<file path="src/rtl/lsu_pkg.sv">
package lsu_pkg;
   typedef enum logic [1:0] {SZ_B = 2'd0, SZ_H = 2'd1, SZ_W = 2'd2} size_e;
   typedef enum logic [2:0] {AM_RJ, AM_R13, AM_R14, AM_R15D, AM_POP, AM_PUSH} amode_e;
   typedef struct packed {
      logic   ok;
      logic   store;
      logic   ps;
      size_e  size;
      amode_e mode;
   } dec_t;
endpackage

</file>
<file path="src/rtl/lsu_decode.sv">
module lsu_decode
   import lsu_pkg::*;
(
   input  logic [7:0] opc,
   input  logic [3:0] sub,
   output dec_t       d
);
   always_comb begin
      d       = '0;
      d.size  = SZ_W;
      d.mode  = AM_RJ;
      d.store = opc[4];
      case (opc[7:4])
         4'h0, 4'h1: begin
            case (opc[3:0])
               4'h0: begin d.ok = 1'b1; d.mode = AM_R13; d.size = SZ_W; end
               4'h1: begin d.ok = 1'b1; d.mode = AM_R13; d.size = SZ_H; end
               4'h2: begin d.ok = 1'b1; d.mode = AM_R13; d.size = SZ_B; end
               4'h3: begin d.ok = 1'b1; d.mode = AM_R15D; d.size = SZ_W; end
               4'h4: begin d.ok = 1'b1; d.mode = AM_RJ; d.size = SZ_W; end
               4'h5: begin d.ok = 1'b1; d.mode = AM_RJ; d.size = SZ_H; end
               4'h6: begin d.ok = 1'b1; d.mode = AM_RJ; d.size = SZ_B; end
               4'h7: begin
                  d.ok   = (sub == 4'd0) || (sub == 4'd9);
                  d.ps   = (sub == 4'd9);
                  d.mode = opc[4] ? AM_PUSH : AM_POP;
               end
               default: d.ok = 1'b0;
            endcase
         end
         4'h2, 4'h3: begin d.ok = 1'b1; d.mode = AM_R14; d.size = SZ_W; end
         4'h4, 4'h5: begin d.ok = 1'b1; d.mode = AM_R14; d.size = SZ_H; end
         4'h6, 4'h7: begin d.ok = 1'b1; d.mode = AM_R14; d.size = SZ_B; end
         default: d.ok = 1'b0;
      endcase
   end
endmodule

</file>
<file path="src/rtl/lsu_agen.sv">
module lsu_agen
   import lsu_pkg::*;
#(
   parameter int ADDR_W = 32,
   parameter int OFF_W  = 8,
   parameter int UOFF_W = 4
) (
   input  amode_e            mode,
   input  size_e             size,
   input  logic [OFF_W-1:0]  off,
   input  logic [ADDR_W-1:0] rj,
   input  logic [ADDR_W-1:0] r13,
   input  logic [ADDR_W-1:0] r14,
   input  logic [ADDR_W-1:0] r15,
   output logic [ADDR_W-1:0] addr,
   output logic [ADDR_W-1:0] sp_next
);
   localparam logic [ADDR_W-1:0] STEP = ADDR_W'(4);

   logic [ADDR_W-1:0] sdisp, udisp, raw;

   always_comb begin
      sdisp = ADDR_W'($signed(off));
      case (size)
         SZ_W:    sdisp = sdisp << 2;
         SZ_H:    sdisp = sdisp << 1;
         default: sdisp = sdisp;
      endcase
      udisp = ADDR_W'(off[UOFF_W-1:0]) << 2;
      case (mode)
         AM_R13:  raw = r13 + rj;
         AM_R14:  raw = r14 + sdisp;
         AM_R15D: raw = r15 + udisp;
         AM_POP:  raw = r15;
         AM_PUSH: raw = r15 - STEP;
         default: raw = rj;
      endcase
      addr = raw;
      if (size == SZ_W) addr[1:0] = 2'b00;
      if (size == SZ_H) addr[0]   = 1'b0;
      case (mode)
         AM_POP:  sp_next = r15 + STEP;
         AM_PUSH: sp_next = r15 - STEP;
         default: sp_next = r15;
      endcase
   end
endmodule

</file>
<file path="src/rtl/lsu_lane.sv">
module lsu_lane
   import lsu_pkg::*;
#(
   parameter int DATA_W     = 32,
   parameter bit BIG_ENDIAN = 1'b1
) (
   input  size_e             size,
   input  logic [1:0]        lsb,
   input  logic [DATA_W-1:0] src,
   input  logic [DATA_W-1:0] rdata,
   output logic [3:0]        be,
   output logic [DATA_W-1:0] wdata,
   output logic [DATA_W-1:0] ldata
);
   logic [1:0] lane;

   generate
      if (BIG_ENDIAN) begin : g_big
         assign lane = ~lsb;
      end else begin : g_little
         assign lane = lsb;
      end
   endgenerate

   always_comb begin
      case (size)
         SZ_B: begin
            be    = 4'b0001 << lane;
            wdata = {4{src[7:0]}};
            ldata = {24'd0, rdata[{lane, 3'b000} +: 8]};
         end
         SZ_H: begin
            be    = lane[1] ? 4'b1100 : 4'b0011;
            wdata = {2{src[15:0]}};
            ldata = {16'd0, (lane[1] ? rdata[31:16] : rdata[15:0])};
         end
         default: begin
            be    = 4'hF;
            wdata = src;
            ldata = rdata;
         end
      endcase
   end
endmodule

</file>
<file path="src/rtl/lsu_unit.sv">
module lsu_unit
   import lsu_pkg::*;
#(
   parameter int ADDR_W     = 32,
   parameter int DATA_W     = 32,
   parameter int OFF_W      = 8,
   parameter int UOFF_W     = 4,
   parameter int IDX_W      = 4,
   parameter bit BIG_ENDIAN = 1'b1
) (
   input  logic              clk,
   input  logic              rst_n,
   input  logic              iss_valid,
   output logic              iss_ready,
   input  logic [7:0]        iss_opc,
   input  logic [3:0]        iss_sub,
   input  logic [IDX_W-1:0]  iss_ri,
   input  logic [OFF_W-1:0]  iss_off,
   input  logic [DATA_W-1:0] rj_val,
   input  logic [DATA_W-1:0] r13_val,
   input  logic [DATA_W-1:0] r14_val,
   input  logic [DATA_W-1:0] r15_val,
   input  logic [DATA_W-1:0] ri_val,
   input  logic [DATA_W-1:0] ps_val,
   output logic              mem_req,
   output logic              mem_we,
   output logic [ADDR_W-1:0] mem_addr,
   output logic [3:0]        mem_be,
   output logic [DATA_W-1:0] mem_wdata,
   input  logic              mem_ready,
   input  logic [DATA_W-1:0] mem_rdata,
   output logic              done,
   output logic              wb_we,
   output logic [IDX_W-1:0]  wb_idx,
   output logic [DATA_W-1:0] wb_data,
   output logic              sp_we,
   output logic [DATA_W-1:0] sp_data,
   output logic              flags_we,
   output logic [3:0]        flags
);
   generate
      if (DATA_W != 32) begin : g_bad_data
         $error("lsu_unit: DATA_W must be 32");
      end
      if (ADDR_W > DATA_W || ADDR_W < OFF_W + 2) begin : g_bad_addr
         $error("lsu_unit: ADDR_W out of range");
      end
      if (UOFF_W > OFF_W) begin : g_bad_off
         $error("lsu_unit: UOFF_W exceeds OFF_W");
      end
   endgenerate

   dec_t              dec;
   logic [ADDR_W-1:0] ea, sp_nx;
   logic              busy, accept;
   logic              q_store, q_ps, q_sp;
   size_e             q_size;
   logic [ADDR_W-1:0] q_addr, q_sp_val;
   logic [DATA_W-1:0] q_src, ldata;
   logic [IDX_W-1:0]  q_idx;

   lsu_decode u_dec (.opc(iss_opc), .sub(iss_sub), .d(dec));

   lsu_agen #(.ADDR_W(ADDR_W), .OFF_W(OFF_W), .UOFF_W(UOFF_W)) u_agen (
      .mode(dec.mode), .size(dec.size), .off(iss_off),
      .rj(rj_val[ADDR_W-1:0]), .r13(r13_val[ADDR_W-1:0]),
      .r14(r14_val[ADDR_W-1:0]), .r15(r15_val[ADDR_W-1:0]),
      .addr(ea), .sp_next(sp_nx)
   );

   lsu_lane #(.DATA_W(DATA_W), .BIG_ENDIAN(BIG_ENDIAN)) u_lane (
      .size(q_size), .lsb(q_addr[1:0]), .src(q_src), .rdata(mem_rdata),
      .be(mem_be), .wdata(mem_wdata), .ldata(ldata)
   );

   assign accept    = iss_valid && !busy && dec.ok;
   assign iss_ready = !busy;
   assign mem_req   = busy;
   assign mem_we    = q_store;
   assign mem_addr  = q_addr;

   always_ff @(posedge clk or negedge rst_n) begin
      if (!rst_n) begin
         busy     <= 1'b0;
         q_store  <= 1'b0;
         q_ps     <= 1'b0;
         q_sp     <= 1'b0;
         q_size   <= SZ_W;
         q_addr   <= '0;
         q_sp_val <= '0;
         q_src    <= '0;
         q_idx    <= '0;
         done     <= 1'b0;
         wb_we    <= 1'b0;
         wb_idx   <= '0;
         wb_data  <= '0;
         sp_we    <= 1'b0;
         sp_data  <= '0;
         flags_we <= 1'b0;
         flags    <= '0;
      end else begin
         done     <= 1'b0;
         wb_we    <= 1'b0;
         sp_we    <= 1'b0;
         flags_we <= 1'b0;
         if (accept) begin
            busy     <= 1'b1;
            q_store  <= dec.store;
            q_ps     <= dec.ps;
            q_sp     <= (dec.mode == AM_POP) || (dec.mode == AM_PUSH);
            q_size   <= dec.size;
            q_addr   <= ea;
            q_sp_val <= sp_nx;
            q_src    <= dec.ps ? ps_val : ri_val;
            q_idx    <= iss_ri;
         end else if (busy && mem_ready) begin
            busy     <= 1'b0;
            done     <= 1'b1;
            wb_we    <= !q_store && !q_ps;
            wb_idx   <= q_idx;
            sp_we    <= q_sp;
            sp_data  <= DATA_W'(q_sp_val);
            if (!q_store) wb_data <= ldata;
            if (!q_store && q_ps) begin
               flags_we <= 1'b1;
               flags    <= mem_rdata[3:0];
            end
         end
      end
   end


   req_hold_chk: assert property (@(posedge clk) disable iff (!rst_n)
      mem_req && !mem_ready |=> mem_req && $stable(mem_addr) && $stable(mem_be)
                                && $stable(mem_wdata) && $stable(mem_we));

   done_pulse_chk: assert property (@(posedge clk) disable iff (!rst_n)
      done |=> !done);

   done_follow_chk: assert property (@(posedge clk) disable iff (!rst_n)
      mem_req && mem_ready |=> done && !mem_req);

   word_align_chk: assert property (@(posedge clk) disable iff (!rst_n)
      mem_req && mem_be == 4'hF |-> mem_addr[1:0] == 2'b00);

   be_count_chk: assert property (@(posedge clk) disable iff (!rst_n)
      mem_req |-> ($countones(mem_be) == 1) || ($countones(mem_be) == 2)
                  || ($countones(mem_be) == 4));

   flags_src_chk: assert property (@(posedge clk) disable iff (!rst_n)
      flags_we |-> done && !wb_we && sp_we);

   sp_done_chk: assert property (@(posedge clk) disable iff (!rst_n)
      sp_we |-> done);
endmodule

</file>
<file path="config.mk">
export PLATFORM = sky130hd
export DESIGN_NAME = lsu_unit
export DESIGN_NICKNAME = d
export VERILOG_FILES = /design/src/rtl/lsu_pkg.sv /design/src/rtl/lsu_decode.sv /design/src/rtl/lsu_agen.sv /design/src/rtl/lsu_lane.sv /design/src/rtl/lsu_unit.sv
export SDC_FILE = /design/constraint.sdc
export NUM_CORES = 1
export LEC_CHECK = 0
export CAP_MARGIN = 20
export CORE_MARGIN = 2
export CORE_UTILIZATION = 55
export CTS_BUF_LIST = sky130_fd_sc_hd__clkbuf_2
export DETAILED_ROUTE_END_ITERATION = 8
export PLACE_DENSITY = 0.88
export SLEW_MARGIN = 25
export SYNTH_ARGS = -nofsm -noshare
export SYNTH_HDL_FRONTEND = slang
export SYNTH_SLANG_ARGS = --single-unit
</file>
<file path="constraint.sdc">
create_clock -name clk -period 2.85 [get_ports clk]
set_clock_uncertainty 0.1 [all_clocks]
set_input_delay 0.57 -clock clk [delete_from_list [all_inputs] [get_ports clk]]
set_output_delay 0.57 -clock clk [all_outputs]
set_load 0.01 [all_outputs]
</file>
==> results of run 1 <==
routing by layer:
metal	GRT overflow	global-route usage (%)
met5	0	14.09
met4	0	64.76
met3	0	55.34
met2	2	87.64
met1	0	67.64
cells by family after synthesis:
| logic type | count (synthesis) | share of synthesized area [%] |
|---|---|---|
| mux | 111 | 8.185 |
| xor+xnor | 98 | 5.941 |
| compound gates | 526 | 22.77 |
| simple gates | 628 | 20.08 |
| flops | 182 | 31.53 |
| fa+ha+maj | 76 | 6.738 |
| buf+inv | 167 | 4.746 |
through the flow:
step / utilization [%] / hold WS, ns / cells / setup TNS [ns] / area, um^2
after floorplan: - / 0.1744 / 1788 / -16.00 / 14590
after global placement: 83.47 / 0.3544 / 2795 / -50.60 / 21630
after detailed placement: 83.47 / 0.3653 / 2795 / -58.87 / 21630
after CTS: 86.56 / 0.04647 / 2859 / -3.288 / 22430
Yosys cell counts (12+ instances only):
master / count
a21o_1: 39
a21oi_1: 122
a221oi_1: 19
a31oi_1: 21
and3_1: 20
clkbuf_1: 115
dfrtp_1: 181
ha_1: 73
inv_1: 28
mux2_2: 57
mux2i_1: 54
nand2_1: 259
nand3_1: 55
nand4_1: 25
nor2_1: 131
nor3_1: 50
nor4_1: 12
o21ai_0: 179
o21bai_1: 12
o22ai_1: 23
or3_1: 18
xnor2_1: 59
xor2_1: 39
what timing repair did:
item	in CTS
endpoints found under the hold margin	74
hold buffers	2
setup buffers	31
endpoints found under the setup margin	56
cloned	0
pin swaps	49
resized for setup	191
==> flow_metrics.tcl, run 1 <==
set metrics [dict create \
    yosysTopAreaCell "dfrtp_1" \
    grt_max_degree 80 \
    h-tree-depth 4 \
    yosys_warnings 0 \
    gp_congestion 1.028 \
    cts_root_buffer "clkbuf_2" \
    synth_cell_types 81 \
    cts_buffers 17 \
    haltStage "global routing (5_1_grt)" \
    async_reset_ff_share_pct 100.0 \
    netlist_instances 1788 \
    endpoint_type "register data pin" \
    ios 399 \
    portBuffers 398 \
    status "aborted with a tool error" \
    syn_area_per_cell_um2 8.080 \
    die_width_um 166.1 \
    num_rows 59 \
    synthFlopType "dfrtp_1" \
    grtUsageTotal_pct 68.71 \
    synth_area_um2 14450 \
    cts_buffer_depth 2 \
    synth_top_area_share_pct 31.35 \
    crit_endpoint "mem_addr[14]$_DFFE_PN0P_/D" \
    tool.error "[ERROR GRT-0232] Routing congestion too high. Check the congestion heatmap in the GUI." \
    ys_ff_latch 182 \
    seq_area_frac_synth_pct 31.53 \
    place_ws_ns -1.707 \
    grt-ovfl-total 2 \
    synth_edf_count 0 \
    initial_utilization_pct 55.75 \
    synthTopCellsByArea "dfrtp_1 31%, nand2_1 6.7%, ha_1 6.3%" \
    dp_hpwl_um 50910 \
    die_h_um 166.1 \
    clock-sinks 182 \
    synthesis.nets 2116 \
]
==> run 2: changes to the inputs <==
--- a/config.mk
+++ b/config.mk
@@ -7,10 +7,9 @@
 export LEC_CHECK = 0
 export CAP_MARGIN = 20
 export CORE_MARGIN = 2
-export CORE_UTILIZATION = 55
-export CTS_BUF_LIST = sky130_fd_sc_hd__clkbuf_2
+export CORE_UTILIZATION = 40
 export DETAILED_ROUTE_END_ITERATION = 8
-export PLACE_DENSITY = 0.88
+export PLACE_DENSITY_LB_ADDON = 0.15
 export SLEW_MARGIN = 25
 export SYNTH_ARGS = -nofsm -noshare
 export SYNTH_HDL_FRONTEND = slang
==> flow_metrics.tcl, run 2 <==
set metrics [dict create \
    syn_area_per_cell_um2 8.080 \
    drt_iter0_markers 1137 \
    clk_pin_slew_ns 0.07 \
    yosys-top-cells-count "259 x nand2_1, 181 x dfrtp_1, 179 x o21ai_0" \
    yosys_warnings 0 \
    yosysTopAreaCell "dfrtp_1" \
    insertion_delay_ns 0.46 \
    rrSetupSlack_ns 0.82 \
    hold_viol_final 0 \
    die_width_um 194.0 \
    h-tree-depth 4 \
    synth_top_area_share_pct 31.35 \
    grt_pass1_vias 17300 \
    tritoncts "yes" \
    cap_violations 0 \
    status "complete, but fails checks" \
    setup_viol 28 \
    dp_hpwl_um 53900 \
    grt_max_degree 71 \
    clock-sinks 182 \
    crit_path_max_incr_delay_ns 0.39 \
    vias 17260 \
    grt_pass1_wl_um 100400 \
    synthSimpleGateAreaFrac_pct 20.08 \
    ios 399 \
    holdBufCountCts 0 \
    worstMarginPinSlew_ns 0.6103 \
    synthFlopType "dfrtp_1" \
    async_reset_ff_share_pct 100.0 \
    place_ws_ns -1.827 \
    final_cell_mix "450 x buf_4, 380 x clkdlybuf4s50_1, 255 x nand2_1, 181 x dfrtp_1, 147 x o21ai_0" \
    wl_per_cell_um 22.08 \
    drv_slew 0 \
    synth_xor_area_share_pct 5.941 \
    final_common_cell "buf_4" \
    core_area_um2 35570 \
    critical_path_class "in2reg" \
    seq_area_frac_synth_pct 31.53 \
    cp_slowest_cell "or3_1" \
    drive_gt1_share_pct 27.22 \
    ir_drop_v 0.0004656 \
    synthAdderAreaFrac_pct 6.738 \
    final_nets 2877 \
    fmax_mhz 276.6 \
    die_h_um 194.0 \
    power.density_nw_per_um2 503.2 \
    startpoint_type "input pin" \
    ys_ff_latch 182 \
    grt-ovfl-total 0 \
    synthesis.nets 2116 \
    cp-end-kind "flop" \
    num_rows 69 \
    relSlewSlack_pct 58.26 \
    portBuffers 398 \
    fin_cells 3026 \
    arrival_ns 3.86 \
    leakagePower_nw 10.48 \
    setup_tns_ns -13.59 \
    dieArea_um2 37650 \
    gp_congestion 0.9894 \
    finalWorstSetupSlack_ns -0.7657 \
    cts_buffers 17 \
    netlist_instances 1788 \
    synth_area_um2 14450 \
    cts_buffer_depth 2 \
    viasPerCell 5.704 \
    yosysMostFrequentCell "nand2_1" \
    finalCritPeriodShare_pct 126.9 \
    crit_chain "buf_8 -> xor2_2 -> a21oi_2 -> nor2_4 -> buf_6 -> ha_4 -> buf_8 -> a22oi_2 -> o21ai_2 -> buf_4 -> ha_4 -> a21o_1 -> o2bb2ai_4 -> o21ai_4 -> buf_6 -> buf_6 -> a21boi_4 -> o21a_1 -> or3_1 -> nand3_2 -> a21oi_2" \
    syn_to_final_growth_pct 62.84 \
    layout_min_cycle_time_ns 3.616 \
    cts_root_buffer "clkbuf_16" \
    drcViolationCount 0 \
    synth_edf_count 0 \
    cp-startpoint "iss_opc[0]" \
    cp_max_fo 8 \
    dp_cells 2968 \
    hold_path.class "in2async" \
    cp_common_cell "buf_6" \
    initial_utilization_pct 40.61 \
    whs_ns 0.02667 \
    rsz0062_at_grt "true" \
    synthTopCellsByArea "dfrtp_1 31%, nand2_1 6.7%, ha_1 6.3%" \
    grtUsageTotal_pct 34.38 \
    drt_pre_antenna_iters 6 \
    synth_cell_types 81 \
    ant_nets 0 \
    synth_top_family_by_area "compound AO/OA/AOI/OAI gates" \
    required_ns 3.09 \
    rr_startpoint "mem_req" \
    antenna_found_initial 5 \
    synth_compound_area_share_pct 22.77 \
    synthMuxAreaShare_pct 8.185 \
    routed_wirelength_um 66800 \
    failed_checks "negative setup slack" \
]
## run 2: cell counts after synthesis
No cell type changed its count.
## run 2: critical path: cells and delay by family
family	cells	cell delay [ns]
buffers and inverters	6	0.72
adders and majority gates	2	0.37
and+or+nand+nor	3	0.55
xor gates and xnor gates	1	0.17
AOI/OAI and AO/OA	9	1.48
## run 2: timing repair
| item | in CTS | in global routing |
|---|---|---|
| endpoints found under the setup margin | 83 | 37 |
| gates cloned | 0 | 0 |
| resized for setup | 122 | 67 |
| pin swaps | 87 | 40 |
| hold endpoints to repair | 0 | 0 |
| buffers inserted | 15 | 11 |
## run 2: final timing paths
path / end / cells after the start
setup / recovery: mem_addr[16] / 21
hold / removal: q_sp_val[17] / 1
setup reg to reg: mem_addr[28] / 8
hold reg to reg: wb_we / 1
max in group asynchronous: wb_data[14] / 2
min in group clk: wb_we / 1
## run 2: per-stage QoR
step	power [mW]	utilization [%]	instance area (um^2)
2_1_floorplan	5.994	-	14590
3_3_place_gp	9.069	62.17	22110
3_5_place_dp	9.159	62.17	22110
4_1_cts	11.68	64.94	23100
5_1_grt	12.41	66.13	23520
6_report	11.84	66.14	23530
## run 2: report_power, final
group | switching (mW) | internal (mW)
logic | 2.61 | 3.03
registers | 0.495 | 3.30
clock network | 1.17 | 1.23
## run 2: kinds of logic (layout without fill, tap and decap cells)
| kind of cell | Yosys count | count (layout) |
|---|---|---|
| buffers and inverters | 167 | 940 |
| AO/OA/AOI/OAI | 526 | 526 |
| AND/OR/NAND/NOR | 628 | 628 |
| other | 0 | 4 |
| XOR/XNOR | 98 | 98 |
| adder cells (fa/ha/maj) | 76 | 76 |
| multiplexers | 111 | 111 |
| flip-flops | 182 | 182 |
## run 2: metal layers
layer / global-route usage, % / wire [um] / vias up
met1: 40.36 / 25970 / 8378
met2: 59.55 / 32800 / 699
met5: 0 / 11 / -
met3: 5.879 / 4134 / 162
li1: - / - / 8019
met4: 19.02 / 3891 / 2
## run 2: area by class of cell
type                       count  area (um^2)
timing repair buffer         881         7811
antenna                        4        10.01
multi-input combinational   1439         9896
fill                        3097        12040
clock inverter                12        137.6
clock buffer                  19        432.9
inverter                      28        105.1
tap                          461        576.8
sequential                   182         4556
No activity file was read; power rests on OpenSTA's default activity.
==> run 3: changes to the inputs <==
--- a/config.mk
+++ b/config.mk
@@ -9,6 +9,7 @@
 export CORE_MARGIN = 2
 export CORE_UTILIZATION = 40
 export DETAILED_ROUTE_END_ITERATION = 8
+export GPL_TIMING_DRIVEN = 0
 export PLACE_DENSITY_LB_ADDON = 0.15
 export SLEW_MARGIN = 25
 export SYNTH_ARGS = -nofsm -noshare
==> flow_metrics.tcl, run 3 (synthesis results as in run 2) <==
set metrics [dict create \
    clock-sinks 182 \
    drcViolationCount 0 \
    crit_chain "clkdlybuf4s15_2 -> nor2_1 -> o21ai_4 -> ha_4 -> buf_8 -> buf_4 -> buf_8 -> o21ai_2 -> ha_4 -> a21o_1 -> o2bb2ai_2 -> o21ai_2 -> buf_4 -> a21boi_4 -> o21a_4 -> or3_1 -> nand3_1 -> a21oi_1" \
    num_rows 69 \
    hold_path.class "in2reg" \
    rsz0062_at_grt "true" \
    setup_viol 29 \
    critical_path_class "in2reg" \
    tritoncts "yes" \
    power.density_nw_per_um2 547.0 \
    syn_to_final_growth_pct 45.02 \
    rr_startpoint "mem_req" \
    finalWorstSetupSlack_ns -0.9635 \
    core_area_um2 35570 \
    h-tree-depth 4 \
    drv_slew 0 \
    failed_checks "negative setup slack" \
    antenna_found_initial 4 \
    wl_per_cell_um 24.65 \
    min_from "r15_val[16]" \
    vias 16230 \
    finalCritPeriodShare_pct 133.8 \
    ant_nets 0 \
    grt-ovfl-total 0 \
    drt_pre_antenna_iters 5 \
    worstMarginPinSlew_ns 0.8820 \
    fmax_mhz 262.2 \
    whs_ns 0.3679 \
    hold_viol_final 0 \
    ff2ff_path_depth 8 \
    grt_pass1_wl_um 98840 \
    dp_hpwl_um 52500 \
    startpoint_type "input pin" \
    cap_violations 0 \
    cts_buffer_depth 2 \
    cp-end-kind "flop" \
    initial_utilization_pct 40.61 \
    fin_total_pwr_mw 11.46 \
    routed_wirelength_um 66960 \
    final_common_cell "clkdlybuf4s50_1" \
    cp_top_family "compound AO/OA/AOI/OAI gates" \
    grtUsageTotal_pct 34.51 \
    dieArea_um2 37650 \
    cp_max_fo 8 \
    cts_root_buffer "clkbuf_16" \
    insertion_delay_ns 0.46 \
    die_width_um 194.0 \
    final_nets 2566 \
    status "complete, but fails checks" \
    required_ns 3.07 \
    cts_buffers 17 \
    whs_path_depth 3 \
    grt_max_degree 92 \
    ios 399 \
    final_cell_mix "359 x clkdlybuf4s50_1, 255 x nand2_1, 180 x dfrtp_1, 148 x o21ai_0, 124 x nor2_1" \
    die_h_um 194.0 \
    ir_drop_v 0.0004669 \
    drive_gt1_share_pct 15.37 \
    leakagePower_nw 8.793 \
    cp_slowest_cell "or3_1" \
    drt_iter0_markers 1133 \
    viasPerCell 5.975 \
    layout_min_cycle_time_ns 3.813 \
    portBuffers 385 \
    gp_congestion 0.9929 \
    relSlewSlack_pct 41.20 \
    r2r_end "mem_addr[18]" \
    holdPathEnd "q_sp_val[16]" \
    arrival_ns 4.04 \
    clk_pin_slew_ns 0.07 \
    crit_path_max_incr_delay_ns 0.37 \
    nFillCells 3246 \
    critical_path_buf_inv_count 5 \
    grt_pass1_vias 15880 \
    rrSetupSlack_ns 0.46 \
]
run 3: changes by cell type in the layout (fill, tap and decap cells not counted), moves of 6 or more:
| cell | previous run | this run |
|---|---|---|
| clkdlybuf4s50_1 | 380 | 359 |
| buf_2 | 1 | 13 |
| clkbuf_1 | 2 | 71 |
| clkbuf_2 | 1 | 29 |
| buf_4 | 450 | 49 |
| dlymetal6s2s_1 | 3 | 9 |
| buf_6 | 25 | 11 |
run 3: repair_timing:
item,in CTS,in global routing
gates cloned,0,0
hold buffers,1,0
pin swaps,60,45
resized for setup,160,140
hold endpoints to repair,41,0
buffers inserted,27,22
setup endpoints to repair,134,118
run 3: where the power goes:
group,internal (mW),switching (mW)
logic,2.70,2.58
clock network,1.16,1.21
registers,3.30,0.513
run 3: final cells by class:
type                            count  area (um^2)  area share (%)
Buffer                            134        675.6           3.225
Antenna cell                        4        10.01         0.04778
Inverter                           28        105.1          0.5017
Tap cell                          461        576.8           2.753
Multi-Input combinational cell   1439        10100           48.19
Sequential cell                   182         4557           21.75
Timing Repair Buffer              436         4364           20.83
Clock buffer                       18        429.2           2.048
Clock inverter                     14        136.4          0.6510
run 3: how the worst max path moves through the flow:
stage,from,to,slack [ns],depth (start not counted)
after floorplan,iss_opc[0],mem_addr[28],-0.95,18
after global placement,rst_n,wb_data[13],-6.74,1
after detailed placement,iss_opc[0],mem_addr[28],-2.19,19
after CTS,iss_opc[0],mem_addr[28],-0.78,19
after global routing,iss_opc[7],mem_addr[16],-1.05,18
final,iss_opc[7],mem_addr[16],-0.96,18
run 3: routing by layer:
metal / vias to the layer above / global-route usage (%) / part of all wire (%) / routed length [um]
li1: 7385 / - / - / -
met1: 7973 / 41.58 / 39 / 26340
met2: 713 / 59.34 / 49 / 32790
met3: 157 / 6.262 / 6.6 / 4444
met4: 0 / 16.72 / 5.1 / 3386
met5: - / 0 / 0 / 0
run 3: worst reg2reg max path, cell delays in order (launching register included):
cell and delay, ns:
dfrtp_1 0.45, nor2_1 0.18, nand3_2 0.20, clkbuf_4 0.29, buf_2 0.25, a21oi_1 0.13, o21ai_0 0.10, a211oi_1 0.41
a31oi_1 0.16
run 3: through the flow:
step / instance area, um^2 / util (%) / std cells / TNS (ns) / setup WS, ns
2_1_floorplan: 14590 / - / 1788 / -16.00 / -0.9544
3_3_place_gp: 19020 / 53.47 / 2634 / -1343.78 / -6.743
3_5_place_dp: 19080 / 53.64 / 2636 / -137.17 / -2.191
4_1_cts: 20290 / 57.05 / 2693 / -14.83 / -0.7850
5_1_grt: 20950 / 58.90 / 2716 / -21.92 / -1.045
6_report: 20950 / 58.90 / 2716 / -18.30 / -0.9635
==> run 4: changes to the inputs <==
--- a/config.mk
+++ b/config.mk
@@ -8,9 +8,11 @@
 export CAP_MARGIN = 20
 export CORE_MARGIN = 2
 export CORE_UTILIZATION = 40
+export CTS_CLUSTER_SIZE = 20
 export DETAILED_ROUTE_END_ITERATION = 8
 export GPL_TIMING_DRIVEN = 0
 export PLACE_DENSITY_LB_ADDON = 0.15
+export RECOVER_POWER = 100
 export SLEW_MARGIN = 25
 export SYNTH_ARGS = -nofsm -noshare
 export SYNTH_HDL_FRONTEND = slang
==> flow_metrics.tcl, run 4 (synthesis results as in run 2) <==
set metrics [dict create \
    ff2ff_path_depth 8 \
    critical_path_buf_inv_count 5 \
    dpl-instance-area_um2 19080 \
    cts_root_buffer "clkbuf_16" \
    ir_drop_v 0.0004416 \
    setup_tns_ns -19.08 \
    ant_nets 0 \
    arrival_ns 4.01 \
    whs_ns 0.3659 \
    tritoncts "yes" \
    rsz0062_at_grt "true" \
    syn_to_final_growth_pct 44.41 \
    finalCritPeriodShare_pct 132.9 \
    routed_wirelength_um 67010 \
    stdcell_area_um2 20860 \
    initial_utilization_pct 40.61 \
    grt-ovfl-total 0 \
    rrSetupSlack_ns 0.33 \
    failed_checks "negative setup slack" \
    drv_slew 0 \
    place_ws_ns -2.191 \
    relSlewSlack_pct 27.65 \
    crit_path_max_incr_delay_ns 0.37 \
    worstMarginPinSlew_ns 1.085 \
    ios 399 \
    critical_path_class "in2reg" \
    fin_total_pwr_mw 11.20 \
    cp_slowest_cell "or3_1" \
    grt_pass1_wl_um 98840 \
    cap_violations 0 \
    hold_path.class "in2reg" \
    hold_viol_final 0 \
    holdPathEnd "q_sp_val[16]" \
    gp_congestion 0.9929 \
    startpoint_type "input pin" \
    clock-sinks 182 \
    crit_chain "clkdlybuf4s15_2 -> nor2_1 -> o21ai_4 -> ha_4 -> buf_8 -> buf_4 -> buf_8 -> o21ai_2 -> ha_4 -> a21o_1 -> o2bb2ai_2 -> o21ai_2 -> buf_4 -> a21boi_4 -> o21a_4 -> or3_1 -> nand3_1 -> a21oi_1" \
    final_common_cell "nand2_1" \
    grt_pass1_vias 15880 \
    vias 16230 \
    core_area_um2 35570 \
    cts_buffers 17 \
    num_rows 69 \
    cp_top_family "compound AO/OA/AOI/OAI gates" \
    die_h_um 194.0 \
    status "complete, but fails checks" \
    dieArea_um2 37650 \
    cts_buffer_depth 2 \
    portBuffers 385 \
    min_from "r15_val[16]" \
    fmax_mhz 264.1 \
    grt_max_degree 92 \
    dp_cells 2636 \
    clk_pin_slew_ns 0.07 \
    finalWorstSetupSlack_ns -0.9365 \
    whs_path_depth 3 \
    post-route-util_pct 58.65 \
    rr_startpoint "mem_req" \
    cp-end-kind "flop" \
    power.density_nw_per_um2 536.8 \
    drt_pre_antenna_iters 5 \
    required_ns 3.08 \
    grtUsageTotal_pct 34.51 \
    final_nets 2566 \
    dp_hpwl_um 52500 \
    r2r_end "mem_addr[18]" \
    setup_viol 38 \
    fin_cells 2717 \
    leakagePower_nw 8.891 \
    drt_iter0_markers 1051 \
    wl_per_cell_um 24.66 \
    viasPerCell 5.972 \
    die_width_um 194.0 \
    insertion_delay_ns 0.46 \
    drcViolationCount 0 \
    h-tree-depth 4 \
    cp_max_fo 8 \
    antenna_found_initial 4 \
    layout_min_cycle_time_ns 3.786 \
    final_cell_mix "255 x nand2_1, 239 x clkdlybuf4s50_1, 181 x dfrtp_1, 148 x o21ai_0, 125 x nor2_1" \
    drive_gt1_share_pct 15.06 \
    nFillCells 3261 \
]
-- run 4: cell count changes in the layout (fill, tap and decap cells not counted), sizes merged --
cell,delta
dlymetal6s2s,-1
dlygate4sd3,+120
buf,-5
clkdlybuf4s50,-120
clkbuf,+6
diode,+1
-- run 4: routing by layer --
layer / part of all wire [%] / track usage (%)
met3: 6.9 / 6.262
met5: 0 / 0
met4: 4.9 / 16.72
met1: 39 / 41.58
met2: 49 / 59.34
-- run 4: what timing repair did --
item / CTS / global route
hold endpoints to repair: 41 / 0
hold buffers: 1 / 0
setup endpoints to repair: 134 / 118
buffers inserted: 27 / 22
gates resized for setup: 160 / 140
pin swaps: 60 / 45
-- run 4: final cells by class --
| cell class | count | area (um^2) | share of cell area (%) |
|---|---|---|---|
| diodes | 5 | 12.51 | 0.05998 |
| plain buffers | 134 | 653.1 | 3.131 |
| clock buffers | 18 | 429.2 | 2.057 |
| clock inverters | 14 | 136.4 | 0.6538 |
| inverters | 28 | 105.1 | 0.5038 |
| multi-input cells | 1439 | 10080 | 48.34 |
| flip-flops and latches | 182 | 4556 | 21.84 |
| well taps | 461 | 576.8 | 2.765 |
| repair buffers | 436 | 4309 | 20.66 |
-- run 4: worst max path at each step --
stage / from / to / cells after the start
3_5_place_dp: iss_opc[0] / mem_addr[28] / 19
2_1_floorplan: iss_opc[0] / mem_addr[28] / 18
5_1_grt: iss_opc[7] / mem_addr[16] / 18
6_report: iss_opc[7] / mem_addr[16] / 18
3_3_place_gp: rst_n / wb_data[13] / 1
4_1_cts: iss_opc[0] / mem_addr[28] / 19
-- run 4: worst register-to-register path: cells and delay by family, from the launching register on --
kind | cells | cell delay, ns
buffers and inverters | 2 | 0.64
flip-flops | 1 | 0.45
AND/OR/NAND/NOR | 2 | 0.37
AO/OA/AOI/OAI | 4 | 0.83
-- run 4: power breakdown --
group | switching (mW) | internal (mW)
Sequential | 0.486 | 3.30
Clock | 1.21 | 1.16
Combinational | 2.57 | 2.47
Total | 4.27 | 6.93
